`src/rtl/flash_cmd_ctrl.sv`:
```
module flash_cmd_ctrl #(
  parameter int ADDR_W   = 19,
  parameter int BOOT_LSB = 13,
  parameter int BOOT_TAG = 0
) (
  input  logic              clk,
  input  logic              rst_n,
  input  logic              wr_stb,
  input  logic [15:0]       wr_data,
  input  logic [ADDR_W-1:0] wr_addr,
  input  logic              word_mode,
  input  logic              vpp_ok,
  input  logic              boot_unlock,
  input  logic              seq_busy,
  input  logic              seq_done,
  input  logic              seq_fail,
  output logic [1:0]        rd_sel,
  output logic [7:0]        status,
  output logic              start_write,
  output logic              start_erase,
  output logic              suspend_req,
  output logic              resume_req,
  output logic [ADDR_W-1:0] op_addr,
  output logic [15:0]       op_data
);
  localparam int TAG_W = ADDR_W - BOOT_LSB;

  typedef enum logic [2:0] {
    M_ARRAY, M_IDENT, M_STAT, M_WARM, M_EARM, M_WRUN, M_ERUN, M_SUSP
  } mode_t;

  mode_t      mode_q;
  logic [2:0] err_q;       // {erase, write, supply}
  logic       pend_q;
  logic       susp_arr_q;

  wire [7:0] cmd     = wr_data[7:0];
  wire       idle    = (mode_q == M_ARRAY) || (mode_q == M_IDENT) || (mode_q == M_STAT);
  wire       running = (mode_q == M_WRUN) || (mode_q == M_ERUN);
  wire       in_boot = (wr_addr[ADDR_W-1:BOOT_LSB] == TAG_W'(BOOT_TAG));
  wire       locked  = in_boot && !boot_unlock;
  wire       null_wr = (cmd == 8'hFF) && (!word_mode || wr_data[15:8] == 8'hFF);

  assign status = {!running, mode_q == M_SUSP, err_q, 3'b000};

  always_comb begin
    case (mode_q)
      M_ARRAY: rd_sel = 2'd0;
      M_IDENT: rd_sel = 2'd1;
      M_SUSP:  rd_sel = susp_arr_q ? 2'd0 : 2'd2;
      default: rd_sel = 2'd2;
    endcase
  end

  always_ff @(posedge clk) begin
    if (!rst_n) begin
      mode_q      <= M_ARRAY;
      err_q       <= '0;
      pend_q      <= 1'b0;
      susp_arr_q  <= 1'b0;
      start_write <= 1'b0;
      start_erase <= 1'b0;
      suspend_req <= 1'b0;
      resume_req  <= 1'b0;
      op_addr     <= '0;
      op_data     <= '0;
    end else begin
      start_write <= 1'b0;
      start_erase <= 1'b0;
      suspend_req <= 1'b0;
      resume_req  <= 1'b0;
      case (mode_q)
        M_ARRAY, M_IDENT, M_STAT:
          if (wr_stb)
            case (cmd)
              8'hFF:        mode_q <= M_ARRAY;
              8'h90:        mode_q <= M_IDENT;
              8'h70:        mode_q <= M_STAT;
              8'h50:        err_q  <= '0;
              8'h20:        mode_q <= M_EARM;
              8'h40, 8'h10: mode_q <= M_WARM;
              default: ;
            endcase
        M_WARM:
          if (wr_stb) begin
            op_addr <= wr_addr;
            op_data <= wr_data;
            if (null_wr)      mode_q <= M_ARRAY;
            else begin
              mode_q <= M_STAT;
              if (err_q[0])     err_q[1] <= 1'b1;
              else if (!vpp_ok) err_q[0] <= 1'b1;
              else if (locked)  err_q[1] <= 1'b1;
              else begin
                start_write <= 1'b1;
                mode_q      <= M_WRUN;
              end
            end
          end
        M_EARM:
          if (wr_stb) begin
            op_addr <= wr_addr;
            mode_q  <= M_STAT;
            if (cmd != 8'hD0) err_q[2:1] <= 2'b11;
            else if (err_q[0]) err_q[2] <= 1'b1;
            else if (!vpp_ok)  err_q[0] <= 1'b1;
            else if (locked)   err_q[2] <= 1'b1;
            else begin
              start_erase <= 1'b1;
              pend_q      <= 1'b0;
              mode_q      <= M_ERUN;
            end
          end
        M_WRUN:
          if (seq_done) begin
            mode_q <= M_STAT;
            if (seq_fail) err_q[1] <= 1'b1;
          end
        M_ERUN:
          if (seq_done) begin
            mode_q <= M_STAT;
            pend_q <= 1'b0;
            if (seq_fail) err_q[2] <= 1'b1;
          end else if (pend_q && !seq_busy) begin
            mode_q     <= M_SUSP;
            pend_q     <= 1'b0;
            susp_arr_q <= 1'b0;
          end else if (wr_stb && cmd == 8'hB0 && !pend_q) begin
            suspend_req <= 1'b1;
            pend_q      <= 1'b1;
          end
        M_SUSP:
          if (wr_stb)
            case (cmd)
              8'hFF: susp_arr_q <= 1'b1;
              8'h70: susp_arr_q <= 1'b0;
              8'hD0: begin
                resume_req <= 1'b1;
                mode_q     <= M_ERUN;
              end
              default: ;
            endcase
        default: mode_q <= M_ARRAY;
      endcase
    end
  end

  assert_no_start_on_supply_err_R8: assert property (@(posedge clk) disable iff (!rst_n)
    status[3] |=> !(start_write || start_erase));

  assert_sticky_erase_err_R6: assert property (@(posedge clk) disable iff (!rst_n)
    (status[5] && !(wr_stb && idle && cmd == 8'h50)) |=> status[5]);

  assert_busy_reads_status_R3: assert property (@(posedge clk) disable iff (!rst_n)
    !status[7] |-> rd_sel == 2'd2);

  assert_one_request_R10: assert property (@(posedge clk) disable iff (!rst_n)
    $onehot0({start_write, start_erase, suspend_req, resume_req}));

  assert_suspend_only_erasing_R10: assert property (@(posedge clk) disable iff (!rst_n)
    suspend_req |-> $past(mode_q == M_ERUN));

  assert_resume_clears_susp_R11: assert property (@(posedge clk) disable iff (!rst_n)
    resume_req |-> (!status[6] && !status[7] && $past(status[6])));

  assert_write_holds_R10: assert property (@(posedge clk) disable iff (!rst_n)
    (mode_q == M_WRUN && !seq_done) |=> mode_q == M_WRUN);

  assert_low_bits_zero_R12: assert property (@(posedge clk) disable iff (!rst_n)
    $rose(status[7]) |-> status[2:0] == 3'b000);
endmodule

```
`config.mk`:
```
export PLATFORM = sky130hd
export DESIGN_NAME = flash_cmd_ctrl
export DESIGN_NICKNAME = d
export VERILOG_FILES = /design/src/rtl/flash_cmd_ctrl.sv
export SDC_FILE = /design/constraint.sdc
export NUM_CORES = 1
export LEC_CHECK = 0
export BUFFER_PORTS_ARGS = -buffer_cell sky130_fd_sc_hd__buf_4
export CORE_ASPECT_RATIO = 0.5
export CORE_MARGIN = 1
export CORE_UTILIZATION = 52
export DETAILED_ROUTE_END_ITERATION = 8
export PLACE_DENSITY = 0.88
export RECOVER_POWER = 100
export SETUP_SLACK_MARGIN = 0.15
export SYNTH_ARGS = -nofsm -noshare
export SYNTH_HDL_FRONTEND = slang
export SYNTH_SLANG_ARGS = --single-unit
```
`constraint.sdc`:
```
create_clock -name clk -period 3.08 [get_ports clk]
set_input_delay 0.308 -clock clk [delete_from_list [all_inputs] [get_ports clk]]
set_output_delay 0.308 -clock clk [all_outputs]
set_load 0.02 [all_outputs]
```
==> flow_summary.toml <==
[setup_path]
required_ns = 3.32
path_class = "in2reg"
end_kind = "register"
cp_max_fo = 7
crit_arrival_ns = 2.78
start_kind = "input port"

[placement]
io_buffers = 89
place_inst = 422
place_hpwl_mm = 4.525
dpl_cell_area_um2 = 2968
gp_congestion = 0.8929

[finish]
areaGrowthSynthToFinish_pct = 24.86
antenna_cells = 0
fin_util_pct = 70.66
postLayoutCellArea_um2 = 2872
instances_no_fill = 430
fin_nets = 419
drive_gt1_share_pct = 14.10
n_fill_cell = 394

[clocking]
cts_setup_buffers = 0
clock-root-buffer = "clkbuf_8"
cts_tree = "yes"
htreeDepth = 2
clockBufferDepth = 2
holdBufCountCts = 0
ctsResizeCount = 0
clk_latency_ns = 0.31
clk_pin_slew_ns = 0.09
cts_buffers = 5
cts_sinks = 47

[yosys]
yosysWarnings = 0
synth-seq-cells = 47
synth_ff_type = "dfxtp_1"
synthArstFlopShare_pct = 0
ys_types = 45
syn_inst = 295
syn-cell-area_um2 = 2300
seq_area_frac_synth_pct = 40.91
synth.avg_cell_area_um2 = 7.796
synth_edf_count = 0

[pwr]
power_frac_clock_pct = 36.3
comb_power_share_pct = 8.5
pwr-share-seq_pct = 55.2
pwr_density_cell_nw_per_um2 = 383.8
vdd_drop_max_v = 0.0002411
leakagePower_nw = 1.007
swShare_pct = 23.70
p_switching_mw = 0.2612
power.internal_mw = 0.8408

[detailed_routing]
route.met2.wl_mm = 2.813
dr.pass1.iters = 5
drt-total-wl_mm = 6.321
num_vias = 2424
routed_via_density = 5.637
wl_met3_um = 520
drc = 0
drtAntennaViolNets = 0
top_layer_used = "met4"
drtIter0Drc = 190
wire_per_inst_um = 14.70
wirelength_met1_mm = 2.894

[status]
run_status = "completed"

[sta]
final.period_utilization_pct = 82.18
rsz0062_at_grt = "false"
timing_hold_violations_final = 0
setup_viol = 0
finalCriticalPeriod_ns = 2.531
worstMarginPinSlew_ns = 1.277
drv_slew = 0
fin_tns_setup_ns = 0
relSlewSlack_pct = 14.32
fmax_ghz = 0.3951
skew_ns = 0.005753

[grt]
grt_max_degree = 50
grt_pass1_wl_mm = 10.07
antenna_found_initial = 0
grt_use_total_pct = 27.75
overflow = 0
first_global_vias = 2227

[die]
die_w_um = 96.05
die_height_um = 49.03
die_area_um2 = 4709
start_util_pct = 56.59
core_area_um2 = 4064
num_io_pins = 93
num_rows = 16

[worst_hold_path]
min_path_type = "in2reg"

[flow_run]
maxCapViolCount = 0
synthesized netlist by cell type, types with 3 or more instances:
| library cell | number | area (um^2) |
|---|---|---|
| nand2_1 | 83 | 311.6 |
| dfxtp_1 | 47 | 940.9 |
| a21boi_0 | 26 | 195.2 |
| clkbuf_1 | 17 | 63.81 |
| a21boi_1 | 13 | 97.59 |
| a21oi_1 | 9 | 45.04 |
| nor2_1 | 9 | 33.78 |
| o21ai_0 | 9 | 45.04 |
| nor3_1 | 8 | 40.04 |
| a31oi_1 | 7 | 43.79 |
| inv_1 | 7 | 26.28 |
| nand2b_1 | 5 | 31.28 |
| nand4_1 | 5 | 31.28 |
| nand3_1 | 4 | 20.02 |
| buf_4 | 3 | 22.52 |
| mux2i_1 | 3 | 30.03 |
| nor2b_1 | 3 | 18.77 |
cell families after synthesis:
group | Yosys count | share of synthesized area (%)
simple gates | 133 | 26.93
compound gates | 82 | 24.92
flops | 47 | 40.91
buf+inv | 28 | 5.386
mux | 3 | 1.306
xor+xnor | 1 | 0.3809
other cells | 1 | 0.1631
registers in the layout, summed over array words and instances, names as in the netlist:
| signal | cells |
|---|---|
| err_q | 3 |
| mode_q | 3 |
| op_addr | 19 |
| op_data | 16 |
| pend_q | 1 |
| resume_req | 1 |
| start_erase | 1 |
| start_write | 1 |
| susp_arr_q | 1 |
| suspend_req | 1 |
metal layers:
| layer | vias up | track usage [%] |
|---|---|---|
| met4 | 0 | 10.20 |
| li1 | 1179 | - |
| met1 | 1117 | 37.45 |
| met5 | - | 0 |
| met2 | 115 | 43.50 |
| met3 | 13 | 6.075 |
cells in the final DEF, fill, tap and decap left out, drive strengths merged, types with 2 or more instances in the layout:
master / synthesis / layout
nand2: 83 / 83
clkbuf: 17 / 54
dfxtp: 47 / 47
buf: 4 / 45
a21boi: 39 / 39
o21ai: 11 / 11
nor2: 9 / 9
nor3: 9 / 9
a21oi: 9 / 9
inv: 7 / 7
a31oi: 7 / 7
nand4: 5 / 5
nand2b: 5 / 5
nand3: 4 / 4
nor2b: 3 / 3
or4: 3 / 3
nor4: 3 / 3
mux2i: 3 / 3
conb: 1 / 3
and3: 2 / 2
and4: 2 / 2
o31ai: 2 / 2
nor3b: 2 / 2
o21a: 2 / 2
nand4b: 2 / 2
o221a: 2 / 2
stage by stage:
| stage | hold slack (ns) | worst slack [ns] | power [mW] |
|---|---|---|---|
| after floorplan | 0.4401 | 0.9400 | 0.6644 |
| after global placement | 0.4420 | 0.8267 | 0.7150 |
| after detailed placement | 0.4481 | 0.7538 | 0.7166 |
| after CTS | 0.2419 | 0.8085 | 1.107 |
| after global routing | 0.2540 | 0.4673 | 1.131 |
| final | 0.2477 | 0.5487 | 1.102 |
power groups by stage:
stage	combinational, mW	clock [mW]	sequential [mW]
after floorplan	0.0424	0	0.622
after global placement	0.0928	0	0.622
after detailed placement	0.0944	0	0.622
after CTS	0.0950	0.404	0.608
after global routing	0.102	0.422	0.608
final	0.0939	0.400	0.608
final cells by class:
type	instances	area, um^2	share of cell area [%]
clock buffers	7	86.33	3.007
clock inverters	1	8.758	0.3050
inverters	7	26.28	0.9150
multi-input cells	222	1227	42.75
flip-flops and latches	47	940.9	32.77
well taps	54	67.56	2.353
repair buffers	92	514.2	17.91
worst max-delay path: stages:
cell and delay [ns]:
buf_4 0.12, or4_1 0.63, nor4_1 0.83, o221a_2 0.37
a21boi_0 0.32, mux2i_1 0.21
path summary, 6_finish.rpt:
path | slack [ns] | cells past startpoint | startpoint | end
worst max-delay path | 0.55 | 6 | wr_data[1] | mode_q[1]$_SDFFE_PN0P_
worst max register to register | 0.76 | 5 | mode_q[0]$_SDFFE_PN0P_ | op_addr[5]$_SDFFE_PN0P_
worst min register to register | 0.47 | 2 | op_addr[16]$_SDFFE_PN0P_ | op_addr[16]$_SDFFE_PN0P_
worst min-delay path | 0.25 | 3 | wr_addr[11] | op_addr[11]$_SDFFE_PN0P_
Note: power is estimated with default switching activity, not from simulation.
